## config.mk

```make
export PLATFORM = sky130hd
export DESIGN_NAME = mmio_hs_target
export DESIGN_NICKNAME = d
export VERILOG_FILES = /design/src/rtl/mmio_pkg.sv /design/src/rtl/mmio_sync.sv /design/src/rtl/mmio_decode.sv /design/src/rtl/mmio_hs_target.sv
export SDC_FILE = /design/constraint.sdc
export NUM_CORES = 1
export LEC_CHECK = 0
export ABC_AREA = 1
export BUFFER_PORTS_ARGS = -buffer_cell sky130_fd_sc_hd__buf_4
export CAP_MARGIN = 20
export CORE_UTILIZATION = 44
export CTS_CLUSTER_SIZE = 20
export DETAILED_ROUTE_END_ITERATION = 10
export GPL_TIMING_DRIVEN = 0
export PLACE_DENSITY = 0.77
export SYNTH_ARGS = -nofsm -noshare
export SYNTH_HDL_FRONTEND = slang
export SYNTH_SLANG_ARGS = --single-unit
export TNS_END_PERCENT = 5
```

## constraint.sdc

```tcl
create_clock -name clk -period 1.2 [get_ports clk]
set_input_delay 0.3 -clock clk [delete_from_list [all_inputs] [get_ports clk]]
set_output_delay 0.3 -clock clk [all_outputs]
set_load 0.005 [all_outputs]
```

## src/rtl/mmio_pkg.sv

```systemverilog
package mmio_pkg;

    typedef enum logic [1:0] {
        S_IDLE    = 2'd0,
        S_PRESENT = 2'd1,
        S_DONE    = 2'd2,
        S_SKIP    = 2'd3
    } tgt_state_e;

endpackage

```

## src/rtl/mmio_sync.sv

```systemverilog
module mmio_sync #(
    parameter int unsigned   W       = 1,
    parameter int unsigned   STAGES  = 2,
    parameter logic [W-1:0]  RST_VAL = '0
) (
    input  logic         clk,
    input  logic         rst_n,
    input  logic [W-1:0] d,
    output logic [W-1:0] q
);
    logic [W-1:0] stage_q [STAGES];

    always_ff @(posedge clk or negedge rst_n) begin
        if (!rst_n) begin
            for (int i = 0; i < int'(STAGES); i++) stage_q[i] <= RST_VAL;
        end else begin
            stage_q[0] <= d;
            for (int i = 1; i < int'(STAGES); i++) stage_q[i] <= stage_q[i-1];
        end
    end

    assign q = stage_q[STAGES-1];
endmodule

```

## src/rtl/mmio_decode.sv

```systemverilog
module mmio_decode #(
    parameter int unsigned          ADDR_W   = 8,
    parameter logic [ADDR_W-1:0]    BTN_ADDR = 8'h04,
    parameter logic [ADDR_W-1:0]    LED_ADDR = 8'h05
) (
    input  logic [ADDR_W-1:0] addr,
    input  logic              cmd,
    output logic              hit_btn_rd,
    output logic              hit_led_wr
);
    always_comb begin
        hit_btn_rd = (addr == BTN_ADDR) && !cmd;
        hit_led_wr = (addr == LED_ADDR) &&  cmd;
    end
endmodule

```

## src/rtl/mmio_hs_target.sv

```systemverilog
module mmio_hs_target
    import mmio_pkg::*;
#(
    parameter int unsigned          ADDR_W      = 8,
    parameter int unsigned          DATA_W      = 8,
    parameter int unsigned          SYNC_STAGES = 2,
    parameter logic [ADDR_W-1:0]    BTN_ADDR    = 8'h04,
    parameter logic [ADDR_W-1:0]    LED_ADDR    = 8'h05
) (
    input  logic              clk,
    input  logic              rst_n,
    input  logic              req_n,
    input  logic [ADDR_W-1:0] addr,
    input  logic              cmd,
    input  logic [DATA_W-1:0] wr_data,
    input  logic              button,
    output logic [DATA_W-1:0] rd_data,
    output logic              rd_oe,
    output logic              ack_n,
    output logic              led
);
    localparam int unsigned    SW       = DATA_W + ADDR_W + 3;
    localparam logic [SW-1:0]  SYNC_RST = SW'(1);   // request idles high

    typedef struct packed {
        tgt_state_e        st;
        logic              ack_n;
        logic              oe;
        logic [DATA_W-1:0] rdata;
        logic              led;
    } tgt_regs_t;

    logic [SW-1:0]     sync_in, sync_out;
    logic              req_n_s, cmd_s, btn_s;
    logic [ADDR_W-1:0] addr_s;
    logic [DATA_W-1:0] wdata_s;
    logic              hit_btn_rd, hit_led_wr;
    tgt_regs_t         r_d, r_q;

    assign sync_in = {button, wr_data, addr, cmd, req_n};

    mmio_sync #(.W(SW), .STAGES(SYNC_STAGES), .RST_VAL(SYNC_RST)) u_sync (
        .clk   (clk),
        .rst_n (rst_n),
        .d     (sync_in),
        .q     (sync_out)
    );

    assign {btn_s, wdata_s, addr_s, cmd_s, req_n_s} = sync_out;

    mmio_decode #(.ADDR_W(ADDR_W), .BTN_ADDR(BTN_ADDR), .LED_ADDR(LED_ADDR)) u_dec (
        .addr       (addr_s),
        .cmd        (cmd_s),
        .hit_btn_rd (hit_btn_rd),
        .hit_led_wr (hit_led_wr)
    );

    always_comb begin
        r_d = r_q;
        unique case (r_q.st)
            S_IDLE: begin
                if (!req_n_s) begin
                    if (hit_btn_rd) begin
                        r_d.rdata = {{(DATA_W-1){1'b0}}, btn_s};
                        r_d.oe    = 1'b1;
                        r_d.st    = S_PRESENT;
                    end else if (hit_led_wr) begin
                        r_d.led   = wdata_s[0];
                        r_d.ack_n = 1'b0;
                        r_d.st    = S_DONE;
                    end else begin
                        r_d.st    = S_SKIP;
                    end
                end
            end
            S_PRESENT: begin
                // data has been on the bus for one clock: acknowledge now
                r_d.ack_n = 1'b0;
                r_d.st    = S_DONE;
            end
            S_DONE: begin
                if (req_n_s) begin
                    r_d.ack_n = 1'b1;
                    r_d.oe    = 1'b0;
                    r_d.rdata = '0;
                    r_d.st    = S_IDLE;
                end
            end
            S_SKIP: begin
                if (req_n_s) r_d.st = S_IDLE;
            end
            default: r_d.st = S_IDLE;
        endcase
    end

    always_ff @(posedge clk or negedge rst_n) begin
        if (!rst_n) begin
            r_q.st    <= S_IDLE;
            r_q.ack_n <= 1'b1;
            r_q.oe    <= 1'b0;
            r_q.rdata <= '0;
            r_q.led   <= 1'b0;
        end else begin
            r_q <= r_d;
        end
    end

    assign rd_data = r_q.rdata;
    assign rd_oe   = r_q.oe;
    assign ack_n   = r_q.ack_n;
    assign led     = r_q.led;

    // idle means nothing is driven and no acknowledge
    p_idle_quiet_r1: assert property (@(posedge clk) disable iff (!rst_n)
        (r_q.st == S_IDLE) |-> (ack_n && !rd_oe));

    // upper read bits never carry anything
    p_rdata_upper_zero_r2: assert property (@(posedge clk) disable iff (!rst_n)
        (rd_data[DATA_W-1:1] == '0));

    // output enable leads acknowledge on reads
    p_oe_leads_ack_r3: assert property (@(posedge clk) disable iff (!rst_n)
        ($fell(ack_n) && rd_oe) |-> $past(rd_oe));

    // acknowledge held while request is low
    p_ack_holds_r5: assert property (@(posedge clk) disable iff (!rst_n)
        (!ack_n && !req_n_s) |=> !ack_n);

    // release once request is seen high
    p_release_r5: assert property (@(posedge clk) disable iff (!rst_n)
        (!ack_n && req_n_s) |=> (ack_n && !rd_oe));

    // LED moves only together with an acknowledge
    p_led_only_on_ack_r8: assert property (@(posedge clk) disable iff (!rst_n)
        (led != $past(led)) |-> $fell(ack_n));

    // no acknowledge without a request seen low
    p_no_spont_ack_r9: assert property (@(posedge clk) disable iff (!rst_n)
        $fell(ack_n) |-> !$past(req_n_s));
endmodule

```

==> flow_metrics.env <==
export IMPL_drt_pass1_iter_count=4
export IMPL_wirelength_mm=1.53
export IMPL_synth_top_family_by_area="simple AND/OR/NAND/NOR gates"
export IMPL_core_area_um2=2300
export IMPL_min_from="addr[3]"
export IMPL_grt_first_pass_wirelength_mm=2.59
export IMPL_rsz0062_at_grt="true"
export IMPL_syn_instance_count=92
export IMPL_path_cells="buf_6"
export IMPL_slowest_delay_ps=550
export IMPL_dp_hpwl_mm=1.00
export IMPL_dpl_cell_area_um2=1300
export IMPL_peakVddDrop_mv=1.37
export IMPL_cts_tree="done"
export IMPL_ant_nets=0
export IMPL_dieArea_um2=2730
export IMPL_grt_max_degree=31
export IMPL_grt_pass1_vias=671
export IMPL_grt_usage_pct=14.9
export IMPL_min_period_ps=1260
export IMPL_drc_errors=0
export IMPL_setup_slack_ps=-62.8
export IMPL_rows=17
export IMPL_cellLeakagePower_nw=0.750
export IMPL_syn_avg_cell_area_um2=12.1
export IMPL_critPathTopFamily="flip-flops"
export IMPL_die_w_um=52.3
export IMPL_fin_util_pct=64.7
export IMPL_cap_violations=0
export IMPL_crit_slowest_cell="dfstp_2"
export IMPL_initialDrtViolationCount=8
export IMPL_critPathBufInv=1
export IMPL_synth_seq_area_share_pct=67.8
export IMPL_rrSetupSlack_ps=-30
export IMPL_setup_violations=4
export IMPL_worst_ep_arrival_time_ps=960
export IMPL_synth_compound_area_share_pct=2.36
export IMPL_start_kind="flop"
export IMPL_clock_skew_ps=11.8
export IMPL_place_congestion=0.836
export IMPL_critical_path_max_fanout=2
export IMPL_gr_total_overflow=0
export IMPL_power_density_nw_per_um2=1850
export IMPL_holdPathEnd="u_sync.stage_q[24]$_DFF_PN0_"
export IMPL_numPortBuffers=17
export IMPL_r2r_end="led$_DFFE_PN0P_"
export IMPL_num_vias=662
export IMPL_final_hold_viol_count=0
export IMPL_synthMuxAreaShare_pct=0
export IMPL_clk_path_buf_depth=2
export IMPL_hold_depth=1
export IMPL_cp_end_kind="output port"
export IMPL_start_util_pct=48.4
export IMPL_min_path_type="in -> reg"
export IMPL_synth_seq_cells=30
export IMPL_synthAdderAreaFrac_pct=4.50
export IMPL_h_tree_depth=2
export IMPL_fmax_mhz=792
export IMPL_clk_pin_slew_ps=90
export IMPL_violations="negative setup slack"
export IMPL_status="complete, but fails checks"
export IMPL_antenna_cells=0
export IMPL_clk_latency_ps=330
export IMPL_yosys_warnings=0
export IMPL_nets=151
export IMPL_r2r_worst_path_cells=7
export IMPL_stdcell_area_um2=1490
export IMPL_finalMaxSlewViolations=0
export IMPL_synth_simple_area_share_pct=15.9
export IMPL_cp_data_required_time_ps=900
export IMPL_syn_cell_area_um2=1110
export IMPL_clockRootBuffer="clkbuf_4"
export IMPL_path_class="reg -> out"
export IMPL_fin_crit_sh_pct=105
export IMPL_synth_xor_area_share_pct=0
export IMPL_post_place_ws_ps=-149
export IMPL_vias_per_cell=4.27
export IMPL_cts_buffers=5
export IMPL_wl_per_cell_um=9.87
export IMPL_drive_gt1_share_pct=48.0
export IMPL_synth_cell_type_count=19
export IMPL_r2r_start="r_q[12]$_DFFE_PN0P_"
export IMPL_antenna_found_initial=0
export IMPL_syn_to_final_growth_pct=33.5
export IMPL_clkSinkCount=30
export IMPL_hold_ws_ps=75.4
export IMPL_fp_dieH_um=52.3
export IMPL_pin_count=32
## metrics by stage
step | total power [mW] | std cells | setup TNS (ps)
after floorplan | 1.55 | 98 | -24.8
after global placement | 1.67 | 143 | -372
after detailed placement | 1.70 | 143 | -659
after CTS | 2.61 | 153 | -228
after global routing | 2.92 | 155 | -605
final | 2.74 | 155 | -161
## timing repair
action,CTS,global route
gates resized for setup,12,9
setup buffers,1,2
pin swaps,0,3
setup endpoints to repair,8,8
hold buffers,1,0
endpoints found under the hold margin,27,0
## power breakdown
part / internal, mW / switching (mW)
combinational: 0.390 / 0.413
clock: 0.431 / 0.329
sequential: 1.12 / 0.0656
total: 1.94 / 0.808
## state kept, by name, indices dropped and copies added, names as in the netlist
| register | count |
|---|---|
| r_q | 2 |
| rd_oe | 1 |
| ack_n | 1 |
| rd_data | 1 |
| u_sync.q | 12 |
| led | 1 |
| u_sync.stage_q | 12 |
## logic make-up (layout without fill, tap and decap cells)
family	Yosys count	after routing
simple gates	34	34
flops	30	30
buf+inv	19	48
fa+ha+maj	4	4
compound gates	4	4
other cells	1	7
## Yosys cell counts
| library cell | count | area share [%] |
|---|---|---|
| nand2_2 | 2 | 1.1 |
| buf_4 | 8 | 5.4 |
| dfstp_2 | 3 | 7.1 |
| nor2_1 | 2 | 0.68 |
| conb_1 | 1 | 0.34 |
| dfrtp_1 | 27 | 61 |
| ha_1 | 4 | 4.5 |
| nand3_1 | 2 | 0.90 |
| o21ai_2 | 1 | 0.79 |
| inv_1 | 11 | 3.7 |
| a31oi_1 | 1 | 0.56 |
| nand4_1 | 1 | 0.56 |
| o22ai_1 | 1 | 0.56 |
| o21ai_1 | 1 | 0.45 |
| nor2_4 | 1 | 1.0 |
| or2_2 | 1 | 0.56 |
| nand3_2 | 3 | 2.7 |
| nor2_2 | 4 | 2.2 |
| nand2_1 | 18 | 6.1 |
## how the worst max path moves through the flow
| stage | startpoint | end | slack, ps | depth (start not counted) |
|---|---|---|---|---|
| finish | ack_n$_DFFE_PN1P_ | ack_n | -60 | 1 |
| global route | ack_n$_DFFE_PN1P_ | ack_n | -110 | 1 |
| CTS | ack_n$_DFFE_PN1P_ | ack_n | -90 | 1 |
| detailed placement | r_q[11]$_DFFE_PN0P_ | led$_DFFE_PN0P_ | -150 | 7 |
| global placement | r_q[11]$_DFFE_PN0P_ | led$_DFFE_PN0P_ | -110 | 7 |
| floorplan | r_q[11]$_DFFE_PN0P_ | led$_DFFE_PN0P_ | -20 | 7 |
## routing by layer
metal	GRT usage [%]	routed length, um	up-vias
met3	8.70	120	4
li1	-	-	334
met5	0	0	-
met1	13.3	575	300
met2	23.6	780	24
met4	12.3	53	0
## placed cells by master (no fill, tap or decap), types with 3 or more instances in the layout
cell type  count
dfrtp_1       26
buf_4         25
nand2_1       15
inv_1          8
conb_1         7
clkbuf_4       5
nand2_2        4
nand3_2        4
nor2_4         3
buf_6          3
dfstp_2        3
## final cells by class
cell class,count,area [um^2]
clock buffer,5,37.5
fill,177,812
buffer,8,63.8
sequential,30,756
tap,28,35.0
clock inverter,3,40.0
timing repair buffer,21,168
inverter,11,43.8
multi-input combinational,49,342
Note: power is estimated with default switching activity, not from simulation.
